$ cat src/rtl/vend_pkg.sv
package vend_pkg;
  localparam int unsigned STATE_W = 3;

  typedef enum logic [STATE_W-1:0] {
    ST_INIT  = 3'd0,
    ST_IDLE  = 3'd1,
    ST_COIN1 = 3'd2,
    ST_REL1  = 3'd3,
    ST_ARM2  = 3'd4,
    ST_COIN2 = 3'd5,
    ST_REL2  = 3'd6,
    ST_VEND  = 3'd7
  } vend_state_e;
endpackage

$ cat src/rtl/vend_next.sv
module vend_next
  import vend_pkg::*;
(
  input  vend_state_e state_i,
  input  logic        coin_i,
  output vend_state_e next_o
);
  always_comb begin
    next_o = state_i;
    unique case (state_i)
      ST_INIT:  next_o = ST_IDLE;
      ST_IDLE:  next_o = coin_i ? ST_COIN1 : ST_IDLE;
      ST_COIN1: next_o = coin_i ? ST_COIN1 : ST_REL1;
      ST_REL1:  next_o = ST_ARM2;
      ST_ARM2:  next_o = coin_i ? ST_COIN2 : ST_ARM2;
      ST_COIN2: next_o = coin_i ? ST_COIN2 : ST_REL2;
      ST_REL2:  next_o = ST_VEND;
      ST_VEND:  next_o = ST_INIT;
      default:  next_o = ST_INIT;
    endcase
  end
endmodule

$ cat src/rtl/vend_outputs.sv
module vend_outputs
  import vend_pkg::*;
(
  input  vend_state_e state_i,
  output logic        accept_o,
  output logic        dispense_o
);
  always_comb begin
    accept_o   = 1'b0;
    dispense_o = 1'b0;
    case (state_i)
      ST_COIN1, ST_COIN2: accept_o   = 1'b1;
      ST_VEND:            dispense_o = 1'b1;
      default: ;
    endcase
  end
endmodule

$ cat src/rtl/vend_ctrl.sv
module vend_ctrl
  import vend_pkg::*;
(
  input  logic               clk_i,
  input  logic               rst_ni,
  input  logic               tick_i,
  input  logic               coin_i,
  output logic               accept_o,
  output logic               dispense_o,
  output logic [STATE_W-1:0] state_o
);
  vend_state_e state_q, state_d;

  vend_next i_next (
    .state_i (state_q),
    .coin_i  (coin_i),
    .next_o  (state_d)
  );

  always_ff @(posedge clk_i or negedge rst_ni) begin
    if (!rst_ni)     state_q <= ST_INIT;
    else if (tick_i) state_q <= state_d;
  end

  vend_outputs i_out (
    .state_i    (state_q),
    .accept_o   (accept_o),
    .dispense_o (dispense_o)
  );

  assign state_o = state_q;

  assert_hold_no_tick_R9: assert property (@(posedge clk_i) disable iff (!rst_ni)
    !tick_i |=> $stable(state_q));

  assert_init_to_idle_R2: assert property (@(posedge clk_i) disable iff (!rst_ni)
    (tick_i && state_q == ST_INIT) |=> state_q == ST_IDLE);

  assert_coin1_hold_R4: assert property (@(posedge clk_i) disable iff (!rst_ni)
    (tick_i && coin_i && state_q == ST_COIN1) |=> state_q == ST_COIN1);

  assert_rel1_to_arm_R4: assert property (@(posedge clk_i) disable iff (!rst_ni)
    (tick_i && state_q == ST_REL1) |=> state_q == ST_ARM2);

  assert_vend_to_init_R6: assert property (@(posedge clk_i) disable iff (!rst_ni)
    (tick_i && state_q == ST_VEND) |=> state_q == ST_INIT);

  assert_dispense_one_step_R8: assert property (@(posedge clk_i) disable iff (!rst_ni)
    (tick_i && dispense_o) |=> !dispense_o);

  assert_excl_outputs_R8: assert property (@(posedge clk_i) disable iff (!rst_ni)
    !(accept_o && dispense_o));

  assert_accept_after_coin_R7: assert property (@(posedge clk_i) disable iff (!rst_ni)
    $rose(accept_o) |-> $past(coin_i) && $past(tick_i));
endmodule

$ cat config.mk
export PLATFORM = sky130hd
export DESIGN_NAME = vend_ctrl
export DESIGN_NICKNAME = d
export VERILOG_FILES = /design/src/rtl/vend_pkg.sv /design/src/rtl/vend_next.sv /design/src/rtl/vend_outputs.sv /design/src/rtl/vend_ctrl.sv
export SDC_FILE = /design/constraint.sdc
export NUM_CORES = 1
export LEC_CHECK = 0
export BUFFER_PORTS_ARGS = -buffer_cell sky130_fd_sc_hd__buf_2
export CAP_MARGIN = 30
export CORE_AREA = 2 2 39 41
export DETAILED_ROUTE_END_ITERATION = 7
export DIE_AREA = 0 0 41 43
export GPL_TIMING_DRIVEN = 1
export SYNTH_ARGS = -nofsm -noshare
export SYNTH_HDL_FRONTEND = slang
export SYNTH_SLANG_ARGS = --single-unit
$ cat constraint.sdc
create_clock -name clk_i -period 1.4 [get_ports clk_i]
set_input_delay 0.14 -clock clk_i [delete_from_list [all_inputs] [get_ports clk_i]]
set_output_delay 0.14 -clock clk_i [all_outputs]
set_load 0.02 [all_outputs]
* Word level (Yosys, flattened, before mapping)
Cells that the tools add are included.
Storage, ports and cells: flip-flop bits (word level) 3, input port bits 4, output and inout port bits 5, logic and storage cells 17
Cells by class: equal/unequal tests 7, muxes and demuxes 7, reduce and logical (&&, ||, !) cells 2
Operators with widths (count):
- $pmux 3 s8 | 1
- $eq 3x3->1 const B | 4
- $eq 3x2->1 const B | 2
- $mux 1 | 4
- $mux 2 | 2
- $eq 3x1->1 const B | 1
- $logic_not 3->1 | 1
- $reduce_or 2->1 | 1

* Longest topological paths before layout
depth in word-level cells 3, depth in mapped cells 4, depth with buffers taken out 3

* Cells and area by module
Synthesis repeated with hierarchy kept, for this count alone.
Unflattened totals: cells, all modules 19, area total of the unflattened synthesis 206.4 µm²
By module, submodules not included:
- vend_ctrl | times used 1, cells an instance 6, area an instance 108.9 µm², sequential area each 75.1 µm²
- vend_next | times used 1, cells an instance 9, area an instance 67.6 µm², sequential area each 0.0 µm²
- vend_outputs | times used 1, cells an instance 4, area an instance 30.0 µm², sequential area each 0.0 µm²

* Worst setup path after synthesis
No wires, ideal clock.
kind flip-flop to output port, from reg state_q[2] (netlist: state_o[2]), to out accept_o, arrival time 1.185 ns, required time 1.260 ns, path slack 0.075 ns, cell stages (with the launch flop) 4, buffers on the path 1, cell sequence dfrtp_1 buf_2 nand2_1 o21ai_0
Between the ends: word-level cells in the longest chain between the ends 3, elaborated cells on any way between the ends 4, classes of those cells 2 x eq/ne; 1 x mux; 1 x reduce/logical
RTL lines:
- start: declaration | RTL line vend_ctrl.sv:12 | vend_state_e state_q, state_d;
- start signal: assignment | RTL line vend_ctrl.sv:22 | else if (tick_i) state_q <= state_d;
- $eq 3x2->1 / $eq 3x3->1 (equally long branches) | RTL line vend_outputs.sv:11 | case (state_i)
- $reduce_or 2->1 (*) | RTL line vend_outputs.sv:11
- $mux 1 (*) | RTL line vend_outputs.sv:11
- end: declaration | RTL line vend_ctrl.sv:8 | output logic accept_o,
Mark *: on every way between the ends. The rest lies on a longest branch, timed or not.

* Final worst setup path
from reg state_q[0] (netlist: state_o[0]), to out accept_o
Same word-level chain as after synthesis.

==> results_tabular.tex <==
\begin{tabular}{lr}
\hline
Metric & Value \\
\hline
\multicolumn{2}{l}{\textbf{Status}} \\
\quad Result of the run & finished, final reports clean \\
\multicolumn{2}{l}{\textbf{Global routing}} \\
\quad Global-route total usage across every layer & 5.51\% \\
\quad Maximum number of pins on one net before global-route repair & 10 \\
\quad Remaining global-route overflow & 0 \\
\quad First-pass GRT wire length & 579 µm \\
\quad Number of antenna violations at the first check in global routing & 0 \\
\quad Via count of the first global-routing pass & around 150 \\
\multicolumn{2}{l}{\textbf{Final layout}} \\
\quad Final Core Density & 20.3\% \\
\quad Layout cell share with drive strength beyond 1 & roughly 44\% \\
\quad Final net count & 37 \\
\quad Area overhead of the layout relative to synthesis & 48.0\% \\
\quad Max reg flops & 3 \\
\quad Most common cell after layout, fill and taps aside & sky130\_fd\_sc\_hd\_\_buf\_2 \\
\quad Antenna Diode Count & 0 \\
\quad Most frequent cells in the layout & sky130\_fd\_sc\_hd\_\_buf\_2 (8), sky130\_fd\_sc\_hd\_\_nand2\_1 (3), sky130\_fd\_sc\_hd\_\_clkbuf\_4 (3), sky130\_fd\_sc\_hd\_\_dfrtp\_1 (3), sky130\_fd\_sc\_hd\_\_xnor2\_1 (2) \\
\multicolumn{2}{l}{\textbf{Clock tree}} \\
\quad CTS root buffer & sky130\_fd\_sc\_hd\_\_clkbuf\_4 \\
\quad Number of buffers added by the clock tree synthesis step & 3 \\
\quad H-tree levels & 1 \\
\quad Clock sink count & 3 \\
\quad Clock buffer depth & 2 \\
\quad TritonCTS clock tree & built \\
\quad Clock latency on the worst-skew pair & between 0.2 and 0.25 ns \\
\quad Clock transition at the registers of the reported paths & 0.04 ns \\
\quad Count of buffers added by post-CTS timing repair for setup & 0 \\
\multicolumn{2}{l}{\textbf{Floorplan}} \\
\quad Die width & roughly 40 µm \\
\quad Chip Height & about 43 µm \\
\quad Die ar. & between 0.0015 and 0.002 mm² \\
\quad Effective utilization at floorplan & a little over an eighth \\
\quad Area of the placeable core & about 0.0014 mm² \\
\quad Count of boundary I/O pins & 9 \\
\quad Floorplan row count & 14 \\
\multicolumn{2}{l}{\textbf{Hold path}} \\
\quad Min-Delay Path Class & in -> reg \\
\multicolumn{2}{l}{\textbf{Logic synthesis}} \\
\quad Syn Area/Cell & 9.51 µm² \\
\quad Flops \& latches, synth & 3 \\
\quad Post-Synthesis Cell Area & $\sim$190 µm² \\
\quad Distinct cells, synth & 15 \\
\quad Synthesized netlist net count & 24 \\
\quad Warnings from Yosys & 0 \\
\quad Post-synthesis instance total & 20 \\
\quad Sequential fraction of the synthesis area & just under 40\% \\
\multicolumn{2}{l}{\textbf{STA}} \\
\quad Worst-case headroom to the max-slew limit & about 80\% \\
\quad Setup\_tns & 0 ns \\
\quad Number of max-slew violations in the final report & 0 \\
\quad Number of endpoints with negative hold slack in the final report & 0 \\
\quad Transition at the pin with the smallest max-transition slack & 0.317 ns \\
\quad Setup violators final & 0 \\
\quad Final Critical Period & $\sim$1.3 ns \\
\quad RSZ-0062 raised after global routing & false \\
\quad Max Freq & roughly 780 MHz \\
\quad Final period utilization & between 90\% and 100\% \\
\quad Final clock skew & about 0.00051 ns \\
\multicolumn{2}{l}{\textbf{Worst setup path}} \\
\quad Cell with the biggest individual delay on the critical path & sky130\_fd\_sc\_hd\_\_dfrtp\_1 \\
\quad Cell-by-cell trace of the critical path & nor2\_2 -> nand2\_1 -> o21ai\_0 -> buf\_2 \\
\quad Crit path required time & about 1.3 ns \\
\quad Crit Path Max Fanout & 8 \\
\quad Type of destination of the critical path & output pin \\
\quad Kind of launch point of the worst setup path & flip-flop \\
\quad CP arrival & $\sim$1.1 ns \\
\quad Max stage delay on crit path & between 0.4 and 0.5 ns \\
\quad Crit path kind & reg -> out \\
\multicolumn{2}{l}{\textbf{Drt}} \\
\quad TritonRoute pass-1 iters & 4 \\
\quad Final wirelength & about 420 µm \\
\quad Total number of vias & 190 \\
\quad DR WL/cell & 8.83 µm \\
\quad Detailed router's first-iteration violation count & 2 \\
\quad Detailed-route DRC error count & 0 \\
\quad Via-per-instance ratio & between 3 and 4 \\
\quad Antenna-violating nets left & 0 \\
\multicolumn{2}{l}{\textbf{Pwr}} \\
\quad Design Power & between 0.0006 and 0.0007 W \\
\quad Pwr/cell area & 2430 mW/mm² \\
\quad VDD IR-drop max & between 300 and 400 µV \\
\quad Leakage power figure & roughly 0.13 nW \\
\multicolumn{2}{l}{\textbf{Placement}} \\
\quad Placer congestion estimate & 0.561 \\
\quad Post-detail-place hpwl & between 300 and 400 µm \\
\quad Number of port buffers & 8 \\
\multicolumn{2}{l}{\textbf{Run}} \\
\quad Number of max-cap violations & 0 \\
\hline
\end{tabular}
[routing by layer]
layer	vias up	global-route usage, %	wire, µm
li1	97	-	-
met1	83	5.10	187
met2	10	7.19	196
met3	0	2.09	39
met4	0	8.00	0
met5	-	0	0
[synthesized netlist by cell type, drive strengths merged]
master | instances | area [µm²]
nand2 | 3 | 11.3
xnor2 | 2 | 17.5
o21ai | 1 | 5.00
nor3 | 1 | 5.00
and3 | 1 | 7.51
a21o | 1 | 7.51
buf | 1 | 5.00
nor3b | 1 | 7.51
nor2 | 2 | 10.0
nor4bb | 1 | 10.0
a2111oi | 1 | 15.0
dfrtp | 3 | 75.1
a22o | 1 | 8.76
nand3 | 1 | 5.00
[layout make-up]
class	instances	area, µm²
Clock buffer	4	26.3
Fill cell	158	1100
Multi-Input combinational cell	16	110
Sequential cell	3	75.1
Tap cell	16	20.0
Timing Repair Buffer	9	50.0
[final timing paths]
check / start / endpoint / slack [ns] / cells after the start
setup / recovery: state_o[0]$_DFFE_PN0P_ / accept_o / 0.12 / 4
max in group asynchronous: rst_ni / state_o[2]$_DFFE_PN0P_ / 1.05 / 2
hold / removal: tick_i / state_o[2]$_DFFE_PN0P_ / 0.23 / 3
setup reg to reg: state_o[2]$_DFFE_PN0P_ / state_o[0]$_DFFE_PN0P_ / 0.16 / 3
hold reg to reg: state_o[1]$_DFFE_PN0P_ / state_o[0]$_DFFE_PN0P_ / 0.64 / 1
min in group asynchronous: rst_ni / state_o[1]$_DFFE_PN0P_ / 0.24 / 2
[cells by family after synthesis]
logic type / count (synthesis) / share of synthesized area [%]
and+or+nand+nor: 10 / 29.6
AOI/OAI and AO/OA: 4 / 19.1
DFF: 3 / 39.5
xor gates and xnor gates: 2 / 9.21
buffers and inverters: 1 / 2.63
[worst max-delay path: cells and delay by family, from the launching register on]
kind                   cells  cell delay (ns)
and+or+nand+nor            2             0.22
AOI/OAI and AO/OA          1             0.07
buffers and inverters      1             0.18
DFF                        1             0.45
[per-stage QoR]
stage / hold slack [ns] / setup WS (ns) / cells / cell area, µm²
detailed placement: -0.0632 / 0.145 / 43 / 245
CTS: 0.228 / 0.100 / 48 / 282
finish: 0.235 / 0.122 / 48 / 282
global route: 0.235 / 0.0416 / 48 / 282
floorplan: -0.156 / 0.0752 / 20 / 190
global placement: -0.0639 / 0.191 / 43 / 245
[power by group]
| part | total (W) | switching (W) | internal (W) |
|---|---|---|---|
| combinational | 0.000312 | 0.000171 | 0.000141 |
| clock | 0.000149 | 0.0000424 | 0.000107 |
| sequential | 0.000221 | 0.0000919 | 0.000129 |
[timing repair]
action                    4_1_cts  5_1_grt
resized for setup               0        0
hold buffers                    1        0
hold endpoints to repair        3        0
Power figures use the tool's default switching activity.
